==> src/rtl/bp_elig_filter.sv <==
module bp_elig_filter (
  input  logic       clk,
  input  logic       rst,
  input  logic       in_valid,
  input  logic [1:0] in_kind,
  input  logic       in_wr_pc,
  input  logic [1:0] in_isa_cur,
  input  logic [1:0] in_isa_next,
  input  logic       in_set_flags,
  input  logic       in_mode_chg,
  input  logic       in_in_block,
  output logic       out_valid,
  output logic       out_predict,
  output logic [1:0] out_class
);

  localparam logic [1:0] K_NONE   = 2'b00;
  localparam logic [1:0] K_COND   = 2'b01;
  localparam logic [1:0] K_UNCOND = 2'b10;
  localparam logic [1:0] K_IND    = 2'b11;
  localparam logic [1:0] S_WIDE   = 2'b00;
  localparam logic [1:0] S_NARROW = 2'b01;

  logic       sw_any, sw_ok, excluded, candidate;
  logic [1:0] cls;

  // state switch only tolerated between the wide and narrow sets
  assign sw_any = in_isa_cur != in_isa_next;
  assign sw_ok  = (in_isa_cur == S_WIDE   && in_isa_next == S_NARROW) ||
                  (in_isa_cur == S_NARROW && in_isa_next == S_WIDE);

  assign excluded = in_set_flags | in_mode_chg | (sw_any & ~sw_ok);

  always_comb begin
    cls = in_kind;
    if (in_kind == K_NONE && in_wr_pc)
      cls = K_IND;
    else if (in_kind == K_UNCOND && in_in_block && in_isa_cur == S_NARROW)
      cls = K_COND;
  end

  assign candidate = cls != K_NONE;

  always_ff @(posedge clk) begin
    if (rst) begin
      out_valid   <= 1'b0;
      out_predict <= 1'b0;
      out_class   <= K_NONE;
    end else begin
      out_valid   <= in_valid;
      out_predict <= in_valid & candidate & ~excluded;
      out_class   <= in_valid ? cls : K_NONE;
    end
  end

  p_valid_follow_r1: assert property (@(posedge clk) disable iff (rst)
    1'b1 |=> out_valid == $past(in_valid));

  p_flags_block_r6: assert property (@(posedge clk) disable iff (rst)
    in_set_flags |=> !out_predict);

  p_mode_block_r7: assert property (@(posedge clk) disable iff (rst)
    in_mode_chg |=> !out_predict);

  p_bad_switch_r5: assert property (@(posedge clk) disable iff (rst)
    (in_isa_cur != in_isa_next && in_isa_cur[1] | in_isa_next[1]) |=> !out_predict);

  p_block_recls_r8: assert property (@(posedge clk) disable iff (rst)
    (in_valid && in_kind == K_UNCOND && in_in_block && in_isa_cur == S_NARROW)
      |=> out_class == K_COND);

  p_idle_quiet_r10: assert property (@(posedge clk) disable iff (rst)
    !in_valid |=> (!out_predict && out_class == K_NONE));

  p_nonbranch_r9: assert property (@(posedge clk) disable iff (rst)
    (in_valid && in_kind == K_NONE && !in_wr_pc) |=> (!out_predict && out_class == K_NONE));

  p_pcwrite_r3: assert property (@(posedge clk) disable iff (rst)
    (in_valid && in_kind == K_NONE && in_wr_pc) |=> out_class == K_IND);

endmodule

==> config.mk <==
export PLATFORM = sky130hd
export DESIGN_NAME = bp_elig_filter
export DESIGN_NICKNAME = d
export VERILOG_FILES = /design/src/rtl/bp_elig_filter.sv
export SDC_FILE = /design/constraint.sdc
export NUM_CORES = 1
export LEC_CHECK = 0
export ABC_AREA = 1
export BUFFER_PORTS_ARGS = -buffer_cell sky130_fd_sc_hd__buf_2
export CORE_AREA = 8 8 45 47
export DETAILED_ROUTE_END_ITERATION = 10
export DIE_AREA = 0 0 53 55
export PLACE_DENSITY = 0.39
export SYNTH_ARGS = -nofsm -noshare
export SYNTH_HDL_FRONTEND = slang
export SYNTH_SLANG_ARGS = --single-unit
==> constraint.sdc <==
create_clock -name clk -period 0.8 [get_ports clk]
set_input_delay 0.04 -clock clk [delete_from_list [all_inputs] [get_ports clk]]
set_output_delay 0.04 -clock clk [all_outputs]
set_load 0.01 [all_outputs]
==> results of run 1 <==
state kept, by name, indices dropped and copies added (netlist names):
| name | count |
|---|---|
| out_predict | 1 |
| out_valid | 1 |
| out_class | 2 |
synth_stat cells, drive strengths merged:
library cell	number	area [um^2]
a21oi	1	5.000
dfxtp	4	80.08
o21ai	1	5.000
a21boi	1	7.510
nand3	2	10.01
and3	1	7.510
nand2	5	18.77
nor2	7	36.29
inv	6	22.52
nor3	1	5.000
power groups by stage:
stage | sequential (W) | combinational [W] | clock, W
after floorplan | 0.000219 | 0.0000314 | 0
after global placement | 0.000214 | 0.0000853 | 0
after detailed placement | 0.000214 | 0.0000851 | 0
after CTS | 0.000211 | 0.0000889 | 0.000256
after global routing | 0.000211 | 0.0000998 | 0.000276
final | 0.000211 | 0.0000865 | 0.000243
metal layers:
layer,routed length (um),vias up,track usage (%),part of all wire (%)
met5,0,-,0,0
met4,26,0,6.466,4.9
met3,94,4,3.476,18
met2,160,16,4.883,30
met1,245,85,4.255,46
li1,-,129,-,-
cell families (layout without fill, tap and decap cells):
family,count (synthesis),in the layout
AOI/OAI and AO/OA,3,3
buffers and inverters,6,26
DFF,4,4
and+or+nand+nor,16,16
timing repair:
item,CTS,global route
endpoints found under the hold margin,1,0
hold buffers,1,0
gates resized for setup,0,0
setup buffers,0,0
final cells by class:
class | count | area (um^2) | area share [%]
flip-flops and latches | 4 | 80.08 | 24.24
well taps | 16 | 20.02 | 6.061
multi-input cells | 19 | 95.09 | 28.79
repair buffers | 17 | 90.09 | 27.27
inverters | 6 | 22.52 | 6.818
clock buffers | 3 | 22.52 | 6.818
per-stage QoR:
step	total power (W)	util, %
2_1_floorplan	0.0002505	-
3_3_place_gp	0.0002992	21.52
3_5_place_dp	0.0002989	21.52
4_1_cts	0.0005555	23.87
5_1_grt	0.0005866	23.87
6_report	0.0005403	23.87
path summary, 6_finish.rpt:
kind         start      endpoint  slack [ns]  depth (start not counted)
min     in_kind[1]   out_predict        0.06                          3
max   out_class[1]  out_class[1]        0.12                          1
==> impl_results.md, run 1 <==
* Final antenna-violating net count at 0
* DR iter-0 viols at 0
* Comb power frac at 16.0%
* Multiplexer share of the synthesized area at 0%
* Hold crit path type: in2reg
* Crit path max fanout at 1
* Dpl ws at 0.1532 ns
* Switching Share at 21.91%
* Initial antenna violation count at 0
* Most frequent cells in the layout: buf_2, inv_1, nor2_1, nand2_1, dfxtp_1
* Clk network pwr share at 45.0%
* Status: finished, final reports clean
* Critical path class: reg2out
* Vias in the first global route at 226
* Tmin final at 0.6827 ns
* WL final at 527 um
* Worst EP arrival at 0.64 ns
* Final net count at 64
* Compound-Gate Fraction of Synth Area at 8.861%
* Final hold vios at 0
* Port bufs at 16
* Vias per inst at 3.600
* Maximum VDD drop at 0.0003341 V
* Synth Net Count at 42
* Filler cells at 163
* CP delay by family, top: flip-flops
* # IOs at 17
* Mapped Avg Cell Area at 6.817 um^2
* Post-Syn Area at 197.7 um^2
* Core ar. at 1384 um^2
* DP Area at 297.8 um^2
* Share of layout cells above drive strength 1 at 44.90%
* Max Fclk at 1465 MHz
* CTS Buf Count at 3
* Crit path cell chain: buf_2
* Layout area overhead at 67.09%
* Final hold slack at 0.06247 ns
* CTS clk-pin slew, worst paths at 0.04 ns
* First-pass GRT wire length at 841 um
* Worst-case headroom to the max-slew limit at 86.60%
* Crit-path slowest cell: dfxtp_1
* Cell Int Power at 0.0004219 W
* Final worst slack at 0.1173 ns
* Die Y at 55 um
* H-tree depth at 1
* All-Layer GR Usage at 4.426%
* ANT cells at 0
* Xor-xnor portion of the synthesized cell area at 0%
* Layout Cells excl Fill at 65
* Synth Area in Simple Gates at 39.24%
* Setup violations, final at 0
* Post-synthesis cell type count at 12
* CTS tree: done
* Pwr/cell area at 1636 nW/um^2
* RSZ-0062 raised after global routing: no
* Most common cell after layout, fill and taps aside: buf_2
* NetSw at 0.0001184 W
* Total number of vias at 234
* Row Count at 14
* GR Overflow Total at 0
* Crit-path max cell delay at 0.28 ns
* WP data required at 0.76 ns
* Drt first pass iters at 1
* Slew @ Worst Pin at 0.1994 ns
* GP Congestion at 0.6016
* Part of the power in registers at 39.0%
* Total of max-cap violations at 0
* CP startpoint kind: flop
* Routed wire per std cell at 8.108 um
* Initial Util at 14.29%
* Register area share after synthesis at 40.51%
* Critical path buffers and inverters at 1
* Largest net degree at the start of global routing at 5
* Flops & latches, synth at 4
* Drt drc at 0
* Clock sinks at 4
* Post-Synth Adder-Cell Area at 0%
* Die extent in x at 53 um
* CTS Buffer Depth at 2
* CTS root buf: clkbuf_4
* Setup TNS at 0 ns
* Design area at 330.3 um^2
* Die footprint at 2915 um^2
* Leak pwr at 0.1903 nW
* Crit path capture type: primary output
* Dpl hpwl at 467.1 um
* Placed cells at 61
* Syn. warnings at 0
* Largest family of logic cells by synthesized area: simple AND/OR/NAND/NOR gates
* Final period util at 85.34%
* Max-slew violations at 0
* Cells after Synth at 29
(Power assumes the default switching activity.)
==> inputs of run 2 (changes only) <==
ABC_AREA = unset   (was 1)
PLACE_DENSITY = 0.37   (was 0.39)
==> impl_results.md, run 2 <==
* Crit path max fanout at 1
* First-pass GRT wire length at 903 um
* Cell with the most instances after synthesis: dfxtp_1
* Max-slew violations at 0
* Final Power at 0.0005375 W
* Initial antenna violation count at 0
* Post-synth top area share at 46.04%
* Largest regs: out_class x2, out_predict x1, out_valid x1
* WL final at 535 um
* CTS tree: done
* CTS Buf Count at 3
* GP Congestion at 0.7820
* Share of layout cells above drive strength 1 at 53.85%
* Post CTS Setup Buffer Count at 0
* Hold Path Origin: in_mode_chg
* Flops & latches, synth at 4
* Port bufs at 16
* Dpl hpwl at 468.8 um
* Cell depth of the worst setup path at 1
* Row Count at 14
* Initial Util at 12.57%
* Tmin final at 0.6922 ns
* Most frequent cells in the layout: buf_2, dfxtp_1, clkbuf_4
* Cts hold-fix bufs at 0
* Register area share after synthesis at 46.04%
* Most flops, register: out_class
* Critical path buffers and inverters at 1
* Area contributors post-synth: dfxtp_1, nand2b_4, nor3_1
* Drt first pass iters at 4
* Core ar. at 1384 um^2
* Hold Path End: out_predict
* Crit path capture type: primary output
* Layout area overhead at 74.82%
* Cells after Synth at 19
* Most used DFF post-synth: dfxtp_1
* Die footprint at 2915 um^2
* Worst EP arrival at 0.65 ns
* CTS clk-pin slew, worst paths at 0.04 ns
* Max Fclk at 1445 MHz
* Final hold vios at 0
* Dpl ws at 0.06992 ns
* Final worst slack at 0.1078 ns
* Leak pwr at 0.1633 nW
* Post-Syn Area at 173.9 um^2
* Hold Path Depth at 3
* Placed cells at 52
* Setup violations, final at 0
* Pwr/cell area at 1768 nW/um^2
* Routed wire per std cell at 9.727 um
* Synth Net Count at 32
* Final net count at 54
* Post-synthesis cell type count at 13
* CTS root buf: clkbuf_4
* Drt drc at 0
* RSZ-0062 raised after global routing: no
* Crit-path max cell delay at 0.30 ns
* Clock sinks at 4
* Setup TNS at 0 ns
* Slew @ Worst Pin at 0.2481 ns
* # IOs at 17
* Largest net degree at the start of global routing at 5
* CP startpoint kind: flop
* Final hold slack at 0.07570 ns
* Die extent in x at 53 um
* Syn. warnings at 0
* Total number of vias at 200
* Worst-case headroom to the max-slew limit at 83.31%
* Yosys top cell by area: dfxtp_1
* CTS Buffer Depth at 2
* Maximum VDD drop at 0.0003710 V
* Hold crit path type: in2reg
* DR iter-0 viols at 1
* Post-synth ARST share at 0%
* Vias in the first global route at 239
* Status: finished, final reports clean
* Crit path cell chain: buf_2
* WP data required at 0.76 ns
* ANT cells at 0
* GR Overflow Total at 0
* H-tree depth at 1
* CP delay by family, top: flip-flops
* Crit-path slowest cell: dfxtp_1
* Post_cts resized at 0
* Final period util at 86.52%
* All-Layer GR Usage at 4.319%
* Final antenna-violating net count at 0
* Mapped Avg Cell Area at 9.154 um^2
* Vias per inst at 3.636
* Top cells by count, synth: dfxtp_1, inv_1, nor2_1, nor3_1
* EDFF count, synth at 0
* Critical path class: reg2out
* Total of max-cap violations at 0
* Die Y at 55 um
* Most common cell after layout, fill and taps aside: buf_2
* Layout Cells excl Fill at 55
* Max reg flops at 2
-- run 2: layout make-up --
type | count | area (um^2)
clock buffers | 3 | 22.52
fillers | 159 | 1080
inverters | 2 | 7.507
multi-input cells | 13 | 86.33
flip-flops and latches | 4 | 80.08
well taps | 16 | 20.02
repair buffers | 17 | 87.58
-- run 2: worst max path at each step --
stage,from,endpoint,slack (ns)
floorplan,in_isa_next[0],out_predict,0.22
global placement,in_isa_cur[0],out_predict,0.08
detailed placement,rst,out_predict,0.07
CTS,out_predict,out_predict,0.09
global route,out_predict,out_predict,0.08
finish,out_predict,out_predict,0.11
-- run 2: power breakdown --
group | internal (W) | leakage, nW | switching (W)
logic | 0.0000465 | 0.117 | 0.0000370
clock network | 0.000167 | 0.0138 | 0.0000761
registers | 0.000209 | 0.0329 | 0.00000142
total | 0.000423 | 0.163 | 0.000115
-- run 2: metrics by stage --
step	util [%]	instance area [um^2]
finish	21.97	304.0
detailed placement	20.34	281.5
floorplan	-	173.9
global route	21.97	304.0
global placement	20.34	281.5
CTS	21.97	304.0
-- run 2: routing by layer --
metal  wire length, um  vias up  global-route usage [%]
met5                 0        -                       0
met4                 0        0                   5.172
met3                82        0                   2.941
met2               230       13                   5.859
met1               222       81                   3.957
li1                  -      106                       -
-- run 2: cells by family (layout without fill, tap and decap cells) --
logic type	after synthesis	after routing	share of synthesized area (%)
buf+inv	2	22	4.318
simple gates	9	9	33.82
flops	4	4	46.05
xor+xnor	1	1	5.037
compound gates	3	3	10.79
-- run 2: tightest hold or removal path, stage by stage --
cell and delay (ns):
buf_2 0.08, nor4_1 0.04, o21a_1 0.09
==> inputs of run 3 (changes only) <==
CORE_AREA = 2 2 39 41   (was 8 8 45 47)
DIE_AREA = 0 0 41 43   (was 0 0 53 55)
==> impl_results.md, run 3 (same netlist as run 2, synthesis figures left out) <==
* Port bufs at 16
* Die Y at 43 um
* Share of layout cells above drive strength 1 at 53.85%
* Max reg flops at 2
* Vias per inst at 3.600
* Most flops, register: out_class
* Initial Util at 12.57%
* CTS tree: done
* Post CTS Setup Buffer Count at 0
* First-pass GRT wire length at 710 um
* Tmin final at 0.6793 ns
* H-tree depth at 1
* Worst EP arrival at 0.64 ns
* RSZ-0062 raised after global routing: no
* Post_cts resized at 0
* Slew @ Worst Pin at 0.2403 ns
* GP Congestion at 0.6357
* Layout area overhead at 74.82%
* CP delay by family, top: flip-flops
* Routed wire per std cell at 8.000 um
* Core ar. at 1384 um^2
* Filler cells at 160
* Crit path capture type: primary output
* Most frequent cells in the layout: buf_2, dfxtp_1, clkbuf_4
* CTS root buf: clkbuf_4
* Final net count at 54
* Setup violations, final at 0
* Status: finished, final reports clean
* Max-slew violations at 0
* Die extent in x at 41 um
* Total of max-cap violations at 0
* Critical path class: reg2out
* ANT cells at 0
* Final Power at 0.0005321 W
* Maximum VDD drop at 0.0004475 V
* Worst-case headroom to the max-slew limit at 83.83%
* Cts hold-fix bufs at 0
* Pwr/cell area at 1750 nW/um^2
* Drt drc at 0
* Drt first pass iters at 4
* GR Overflow Total at 0
* # IOs at 17
* Largest net degree at the start of global routing at 5
* Initial antenna violation count at 0
* CTS Buf Count at 3
* Crit path max fanout at 1
* Final hold slack at 0.06810 ns
* Crit-path max cell delay at 0.28 ns
* Row Count at 14
* CP startpoint kind: flop
* WL final at 440 um
* WP data required at 0.76 ns
* Largest regs: out_class x2, out_predict x1, out_valid x1
* Clock sinks at 4
* Hold crit path type: in2reg
* Critical path buffers and inverters at 1
* Setup TNS at 0 ns
* Total number of vias at 198
* CTS clk-pin slew, worst paths at 0.04 ns
* CTS Buffer Depth at 2
* Final antenna-violating net count at 0
* Die footprint at 1763 um^2
* Final hold vios at 0
* Leak pwr at 0.1633 nW
* Crit path cell chain: buf_2
* Max Fclk at 1472 MHz
* Crit-path slowest cell: dfxtp_1
* All-Layer GR Usage at 6.513%
* Final period util at 84.91%
* Vias in the first global route at 182
* DR iter-0 viols at 6
* Most common cell after layout, fill and taps aside: buf_2
[run 3: cell counts in the layout (fill, tap and decap cells not counted)]
Identical to the previous run, type by type.
[run 3: layout make-up]
class                           count  area [um^2]  share of cell area (%)
Clock buffer                        3        22.52                   7.407
Inverter                            2        7.507                   2.469
Multi-Input combinational cell     13        86.33                   28.40
Sequential cell                     4        80.08                   26.34
Tap cell                           16        20.02                   6.584
Timing Repair Buffer               17        87.58                   28.81
[run 3: worst paths after layout]
kind / to / cells past startpoint / slack [ns] / from
worst min-delay path: out_predict / 3 / 0.07 / in_set_flags
worst max-delay path: out_predict / 1 / 0.12 / out_predict
[run 3: where the power goes]
part           leakage [nW]  internal [W]  switching (W)   total, W
sequential           0.0329      0.000209     0.00000136   0.000211
clock                0.0138      0.000167      0.0000721   0.000239
combinational         0.117     0.0000464      0.0000360  0.0000825
[run 3: through the flow]
stage               cells  cell area [um^2]  utilization (%)  setup WS [ns]
global route           55             304.0            21.97        0.07437
finish                 55             304.0            21.97         0.1207
CTS                    55             304.0            21.97         0.1063
detailed placement     52             281.5            20.34        0.06399
floorplan              19             173.9                -         0.2195
global placement       52             281.5            20.34        0.06981
[run 3: per-layer routing]
| metal | vias up | routed length, um | track usage [%] |
|---|---|---|---|
| li1 | 106 | - | - |
| met1 | 78 | 198 | 8.307 |
| met2 | 14 | 163 | 6.875 |
| met3 | 0 | 79 | 4.188 |
| met4 | 0 | 0 | 6.000 |
| met5 | - | 0 | 0 |
